===== src/rtl/cascade_timebase.sv =====
module cascade_timebase #(
  parameter int CW   = 16,
  parameter int SELW = 2
) (
  input  logic            clk,
  input  logic            rst_n,
  input  logic [SELW-1:0] presc_sel,
  input  logic            wide_mode,
  input  logic            lo_start,
  input  logic            lo_stop,
  input  logic            hi_start,
  input  logic            hi_stop,
  input  logic            sync_all,
  input  logic            rd_sel,
  output logic [CW-1:0]   lo_count,
  output logic [CW-1:0]   hi_count,
  output logic            lo_wave,
  output logic [2*CW-1:0] rd_data
);

  localparam int WW  = 2 * CW;
  localparam int PCW = 2 * (2 ** SELW) - 1;
  localparam logic [CW-1:0] CMP_SET = '0;
  localparam logic [CW-1:0] CMP_CLR = {1'b1, {(CW-1){1'b0}}};

  logic [PCW-1:0] pc;
  logic [PCW-1:0] pmask;
  logic           lo_run, hi_run;
  logic           tick;
  logic [WW-1:0]  cnt;
  logic [CW-1:0]  lo_nxt;
  logic           wave_d;
  logic           hi_inc;

  assign pmask  = PCW'((32'd1 << (2 * int'(presc_sel) + 1)) - 32'd1);
  assign tick   = lo_run && ((pc & pmask) == pmask);
  assign lo_nxt = cnt[CW-1:0] + 1'b1;
  assign hi_inc = hi_run && !wide_mode && lo_wave && !wave_d;

  always_ff @(posedge clk or negedge rst_n)
    if (!rst_n)        pc <= '0;
    else if (sync_all) pc <= '0;
    else               pc <= pc + 1'b1;

  always_ff @(posedge clk or negedge rst_n)
    if (!rst_n) begin
      lo_run <= 1'b0;
      hi_run <= 1'b0;
    end else begin
      if (lo_stop)       lo_run <= 1'b0;
      else if (lo_start) lo_run <= 1'b1;
      if (hi_stop)       hi_run <= 1'b0;
      else if (hi_start) hi_run <= 1'b1;
    end

  always_ff @(posedge clk or negedge rst_n)
    if (!rst_n)        cnt <= '0;
    else if (sync_all) cnt <= '0;
    else if (tick)     cnt <= wide_mode ? cnt + 1'b1 : {{CW{1'b0}}, lo_nxt};

  always_ff @(posedge clk or negedge rst_n)
    if (!rst_n) begin
      lo_wave <= 1'b0;
      wave_d  <= 1'b0;
    end else if (sync_all) begin
      lo_wave <= 1'b0;
      wave_d  <= 1'b0;
    end else begin
      wave_d <= lo_wave;
      if (wide_mode)                          lo_wave <= 1'b0;
      else if (tick && lo_nxt == CMP_SET)     lo_wave <= 1'b1;
      else if (tick && lo_nxt == CMP_CLR)     lo_wave <= 1'b0;
    end

  always_ff @(posedge clk or negedge rst_n)
    if (!rst_n)        hi_count <= '0;
    else if (sync_all) hi_count <= '0;
    else if (hi_inc)   hi_count <= hi_count + 1'b1;

  assign lo_count = cnt[CW-1:0];
  assign rd_data  = rd_sel    ? {{CW{1'b0}}, hi_count} :
                    wide_mode ? cnt : {{CW{1'b0}}, cnt[CW-1:0]};

  p_lo_step_r2: assert property (@(posedge clk) disable iff (!rst_n)
    !sync_all |=> (lo_count == $past(lo_count) || lo_count == CW'($past(lo_count) + 1'b1)));

  p_hold_stopped_r6: assert property (@(posedge clk) disable iff (!rst_n)
    (!lo_run && !sync_all) |=> $stable(cnt));

  p_wave_rise_r4: assert property (@(posedge clk) disable iff (!rst_n)
    $rose(lo_wave) |-> lo_count == CMP_SET);

  p_wave_fall_r4: assert property (@(posedge clk) disable iff (!rst_n)
    ($fell(lo_wave) && !$past(sync_all) && !$past(wide_mode)) |-> lo_count == CMP_CLR);

  p_hi_step_r5: assert property (@(posedge clk) disable iff (!rst_n)
    !sync_all |=> (hi_count == $past(hi_count) || hi_count == CW'($past(hi_count) + 1'b1)));

  p_sync_clear_r7: assert property (@(posedge clk) disable iff (!rst_n)
    sync_all |=> (lo_count == '0 && hi_count == '0 && !lo_wave));

  p_hi_idle_wide_r9: assert property (@(posedge clk) disable iff (!rst_n)
    (wide_mode && !sync_all) |=> $stable(hi_count));

endmodule


===== config.mk =====
export PLATFORM = sky130hd
export DESIGN_NAME = cascade_timebase
export DESIGN_NICKNAME = d
export VERILOG_FILES = /design/src/rtl/cascade_timebase.sv
export SDC_FILE = /design/constraint.sdc
export NUM_CORES = 1
export LEC_CHECK = 0
export BUFFER_PORTS_ARGS = -buffer_cell sky130_fd_sc_hd__buf_4
export CAP_MARGIN = 20
export CORE_ASPECT_RATIO = 0.75
export CORE_MARGIN = 2
export CORE_UTILIZATION = 59
export CTS_CLUSTER_SIZE = 30
export DETAILED_ROUTE_END_ITERATION = 10
export PLACE_DENSITY = 0.89
export SLEW_MARGIN = 0
export SYNTH_ARGS = -nofsm -noshare
export SYNTH_HDL_FRONTEND = slang
export SYNTH_SLANG_ARGS = --single-unit

===== constraint.sdc =====
create_clock -name clk -period 3.2 [get_ports clk]
set_input_delay 0.48 -clock clk [delete_from_list [all_inputs] [get_ports clk]]
set_output_delay 0.48 -clock clk [all_outputs]
set_load 0.005 [all_outputs]

Word level (Yosys, flattened, before mapping)
Cells that the tools add are included.

Add/sub/neg operators: 6. Equality and inequality tests: 2. Shift-type cells: 1. Muxes and demuxes: 17. Bitwise operators: 1. Reductions and logical operators: 14.

Operators by type and width (number): two-way mux 32 bit (5); adder 16 x 1 -> 16 bit (second input constant) (2); adder 32 x 1 -> 32 bit (second input constant) (1); two-way mux 16 bit (2); equality test 16 bit (second input constant) (1); zero test 16 bit (1); two-way mux 1 bit (9); nonzero test 2 bit (4); adder 7 x 1 -> 7 bit (second input constant) (1); bitwise AND 7 bit (1); equality test 7 bit (1); two-way mux 7 bit (1); << shifter 1 x 4 -> 7 bit (first input constant) (1); subtractor 7 x 1 -> 7 bit (second input constant) (1); logical AND 1 bit (6); adder 3 x 1 -> 4 bit (second input constant) (1); nonzero test 4 bit (1); zero test 1 bit (2).

Bits in registers: 59. Bits of input ports: 11. Output and inout bits: 65.

Logic depth before layout (Yosys ltp)
Word-level depth: 11. Mapped depth: 9. Mapped depth without buffers: 7.

Worst setup path before layout
OpenSTA, ideal clock, no wires.

Path kind: input to output. From: in rd_sel. To: out rd_data[10]. Data arrival time: 1.480 ns. Data required time: 2.720 ns. Slack: 1.240 ns. Stages: 3. Buffers on the path: 2. Cells stage by stage: clkbuf_1 clkbuf_1 mux2_2.

Longest elaborated chain between the ends: 1.

Ends and longest elaborated chain: start: declaration (line 14) `input logic rd_sel,`; two-way mux 32 bit (line 81) `assign rd_data = rd_sel ? {{CW{1'b0}}, hi_count} :`; end: declaration (line 18) `output logic [2*CW-1:0] rd_data`.

No other way between the ends.

Worst setup path in the final report
From: reg cnt[0]. To: reg lo_wave.

Longest elaborated chain between the ends: 6. Elaborated cells between the ends (all ways): 9.

Ends and longest elaborated chain: start: declaration (line 30) `logic [WW-1:0] cnt;`; start signal: assignment (line 59) `else if (tick) cnt <= wide_mode ? cnt + 1'b1 : {{CW{1'b0}}, lo_nxt};`; adder 16 x 1 -> 16 bit * (line 37) `assign lo_nxt = cnt[CW-1:0] + 1'b1;`; zero test 16 bit (line 71) `else if (tick && lo_nxt == CMP_SET) lo_wave <= 1'b1;`; logical AND 1 bit (line 71); two-way mux 1 bit (line 71); two-way mux 1 bit (line 70) `if (wide_mode) lo_wave <= 1'b0;`; two-way mux 1 bit (line 65) `end else if (sync_all) begin`; end signal: assignment (line 66) `lo_wave <= 1'b0;`; end signal: assignment (line 70); end signal: assignment (line 71); end: declaration (line 17) `output logic lo_wave,`.

Every way passes the cells marked *; elsewhere a longest branch is shown, timed or not. A chain may end at the register's enable or synchronous reset.

==> out/qor.yml <==
clock_sinks: 59
cts_setup_buffers: 0
multi_input_area_um2: 1866
synth_edf_count: 0
reg2reg_slack_ns: 0.83
intPower_mw: 1.064
p_sw_share_pct: 23.70
hold_viol: 0
fmax_mhz: 422.2
p_leak_nw: 1.866
synth_top_area_share_pct: 41.07
crit_type: "reg2reg"
cts_root_buf: "clkbuf_8"
synthFlopType: "dfrtp_1"
power_mw: 1.395
reg2reg_depth: 7
synth_cells: 394
clk_pin_slew_ns: 0.06
slew_headroom_pct: 37.42
core_um2: 5856
powerDensity_nw_per_um2: 332.6
grt_pass1_vias: 2844
setup.worst_path.start_class: "flop"
peakVddDrop_mv: 0.3148
p_switching_uw: 330.6
tightest_slew_ns: 0.9386
timing.final.max_slew_violations: 0
antenna_found_initial: 0
wl_per_cell_um: 15.34
synth_seq_cells: 59
cap_viol_max_count: 0
arrival_ns: 2.61
area_growth_pct: 16.64
vias: 3020
avgSynthCellArea_um2: 9.124
grt_use_total_pct: 25.65
synth_seq_area_share_pct: 41.07
postSynth.asyncResetShare_pct: 100.0
dpl.cell_count: 510
combPwrFrac_pct: 4.7
port_buffers: 75
yosysTopAreaCell: "dfrtp_1"
yosys_warnings: 0
pwr-share-seq_pct: 54.3
first_pass_iters: 5
finalCritPeriodShare_pct: 74.02
final_cell_mix: "buf_4 (76), nor2_1 (61), dfrtp_1 (59)"
synth.net_count: 408
fin_worst_skew_ns: 0.004708
grt-ovfl-total: 0
start_util_pct: 61.39
drt-initial-drc-count: 263
cts_hold_buf: 0
synth_cell_types: 47
h-tree-depth: 3
synth_area_leaders: "dfrtp_1 (41%), nor2_1 (6.4%), xor2_1 (5.4%)"
row_count: 24
setup_violations: 0
critPathRequiredTime_ns: 3.44
die_w_um: 94.13
nets: 457
die_h_um: 71.60
avgViaCountPerCell: 5.752
final_common_cell: "buf_4"
ios: 76
drc: 0
die_area_um2: 6740
globalplace.congestion: 0.8929
r2r-end: "lo_wave$_DFFE_PN0P_"
n_antenna_cell: 0
cts_buffer_depth: 2
seq_area_um2: 1476
placed_cell_area_um2: 4033
r2r-start: "cnt[0]$_DFFE_PN0P_"
min_path_type: "in2async"
final_cells: 525
numCtsBuffers: 9
finish.instance_area_um2: 4193
ant_nets: 0
syn_area_um2: 3595
cp-end-kind: "flop"
dpl.hpwl_mm: 5.648
path_max_fanout: 8
tns_ns: 0
clkPwrFrac_pct: 41.1
grt_max_degree: 60
grt_pass1_wl_mm: 13.41
status: "completed"
fillers: 470
routed_wirelength_mm: 8.055
drive_gt1_share_pct: 26.17
rsz0062_at_grt: "false"
min_period_ns: 2.369
cts_tree: "built"
clk_latency_ns: 0.34
post_cts_resized: 0
[worst max-delay path, stage by stage, from the launching register on]
cell	delay (ns)
dfrtp_1	0.48
ha_1	0.26
and4_1	0.33
and2_1	0.35
o221ai_1	0.17
nor4_1	0.26
nand3_1	0.13
a211oi_1	0.27
[power by group through the flow]
stage | Clock (mW) | Combinational, mW | Sequential, mW
2_1_floorplan | 0 | 0.0338 | 0.769
3_3_place_gp | 0 | 0.0639 | 0.770
3_5_place_dp | 0 | 0.0654 | 0.770
4_1_cts | 0.581 | 0.0664 | 0.757
5_1_grt | 0.609 | 0.0727 | 0.757
6_report | 0.573 | 0.0650 | 0.757
[routing by layer]
layer	up-vias	routed length [um]	GRT usage, %	part of all wire, %
li1	1430	-	-	-
met1	1464	3513	34.57	44
met2	110	3862	41.19	48
met3	16	542	6.835	6.7
met4	0	137	7.890	1.7
met5	-	0	0	0
[flip-flops by register name, summed over array words and instances (netlist names)]
| signal | flops |
|---|---|
| hi_count | 16 |
| pc | 7 |
| lo_run | 1 |
| hi_run | 1 |
| lo_wave | 1 |
| wave_d | 1 |
| cnt | 32 |
[stage by stage]
stage | utilization [%] | hold slack [ns] | worst slack, ns
floorplan | - | 0.1844 | 1.240
global placement | 68.87 | 0.4729 | 0.9776
detailed placement | 68.87 | 0.4728 | 0.9619
CTS | 71.60 | 0.2190 | 0.8896
global route | 71.60 | 0.2546 | 0.6110
finish | 71.60 | 0.1865 | 0.8314
[layout make-up]
cell class | instances | area share (%)
clock inverters | 3 | 0.3581
well taps | 78 | 2.328
repair buffers | 76 | 13.61
multi-input cells | 291 | 44.49
inverters | 6 | 0.5372
flip-flops and latches | 59 | 35.21
clock buffers | 12 | 3.462
[cell usage after synthesis (2+ instances only)]
cell type and number:
a211oi_1 2, a21o_1 2, a21oi_1 10, and2_1 23
and3_1 6, and4_1 5, buf_2 7, buf_4 19
clkbuf_1 10, dfrtp_1 59, ha_1 3, inv_1 6
mux2_2 16, mux2i_1 5, nand2_1 25, nand3_1 21
nand3b_1 2, nand4_1 14, nor2_1 61, nor2b_1 3
nor3_1 8, nor4_1 4, nor4_2 3, o21ai_0 7
o21ai_1 2, o32ai_1 3, or2_2 3, or3_1 5
xnor2_1 21, xor2_1 22
[cells by family after synthesis]
family                     after synthesis  share of synthesized area [%]
and+or+nand+nor                        189                          27.64
adders and majority gates                3                          1.044
muxes                                   21                          6.404
DFF                                     59                          41.07
AOI/OAI and AO/OA                       35                          6.335
xor gates and xnor gates                43                          10.48
buffers and inverters                   44                          7.031
[worst max-delay path by stage]
stage                       startpoint                  end  slack [ns]  cells past startpoint
finish              cnt[0]$_DFFE_PN0P_  lo_wave$_DFFE_PN0P_        0.83                      7
floorplan                       rd_sel          rd_data[10]        1.24                      3
global placement    cnt[0]$_DFFE_PN0P_  lo_wave$_DFFE_PN0P_        0.98                      7
global route        cnt[0]$_DFFE_PN0P_  lo_wave$_DFFE_PN0P_        0.61                      7
CTS                 cnt[0]$_DFFE_PN0P_  lo_wave$_DFFE_PN0P_        0.89                      7
detailed placement  cnt[0]$_DFFE_PN0P_  lo_wave$_DFFE_PN0P_        0.96                      7
(Power assumes the default switching activity.)
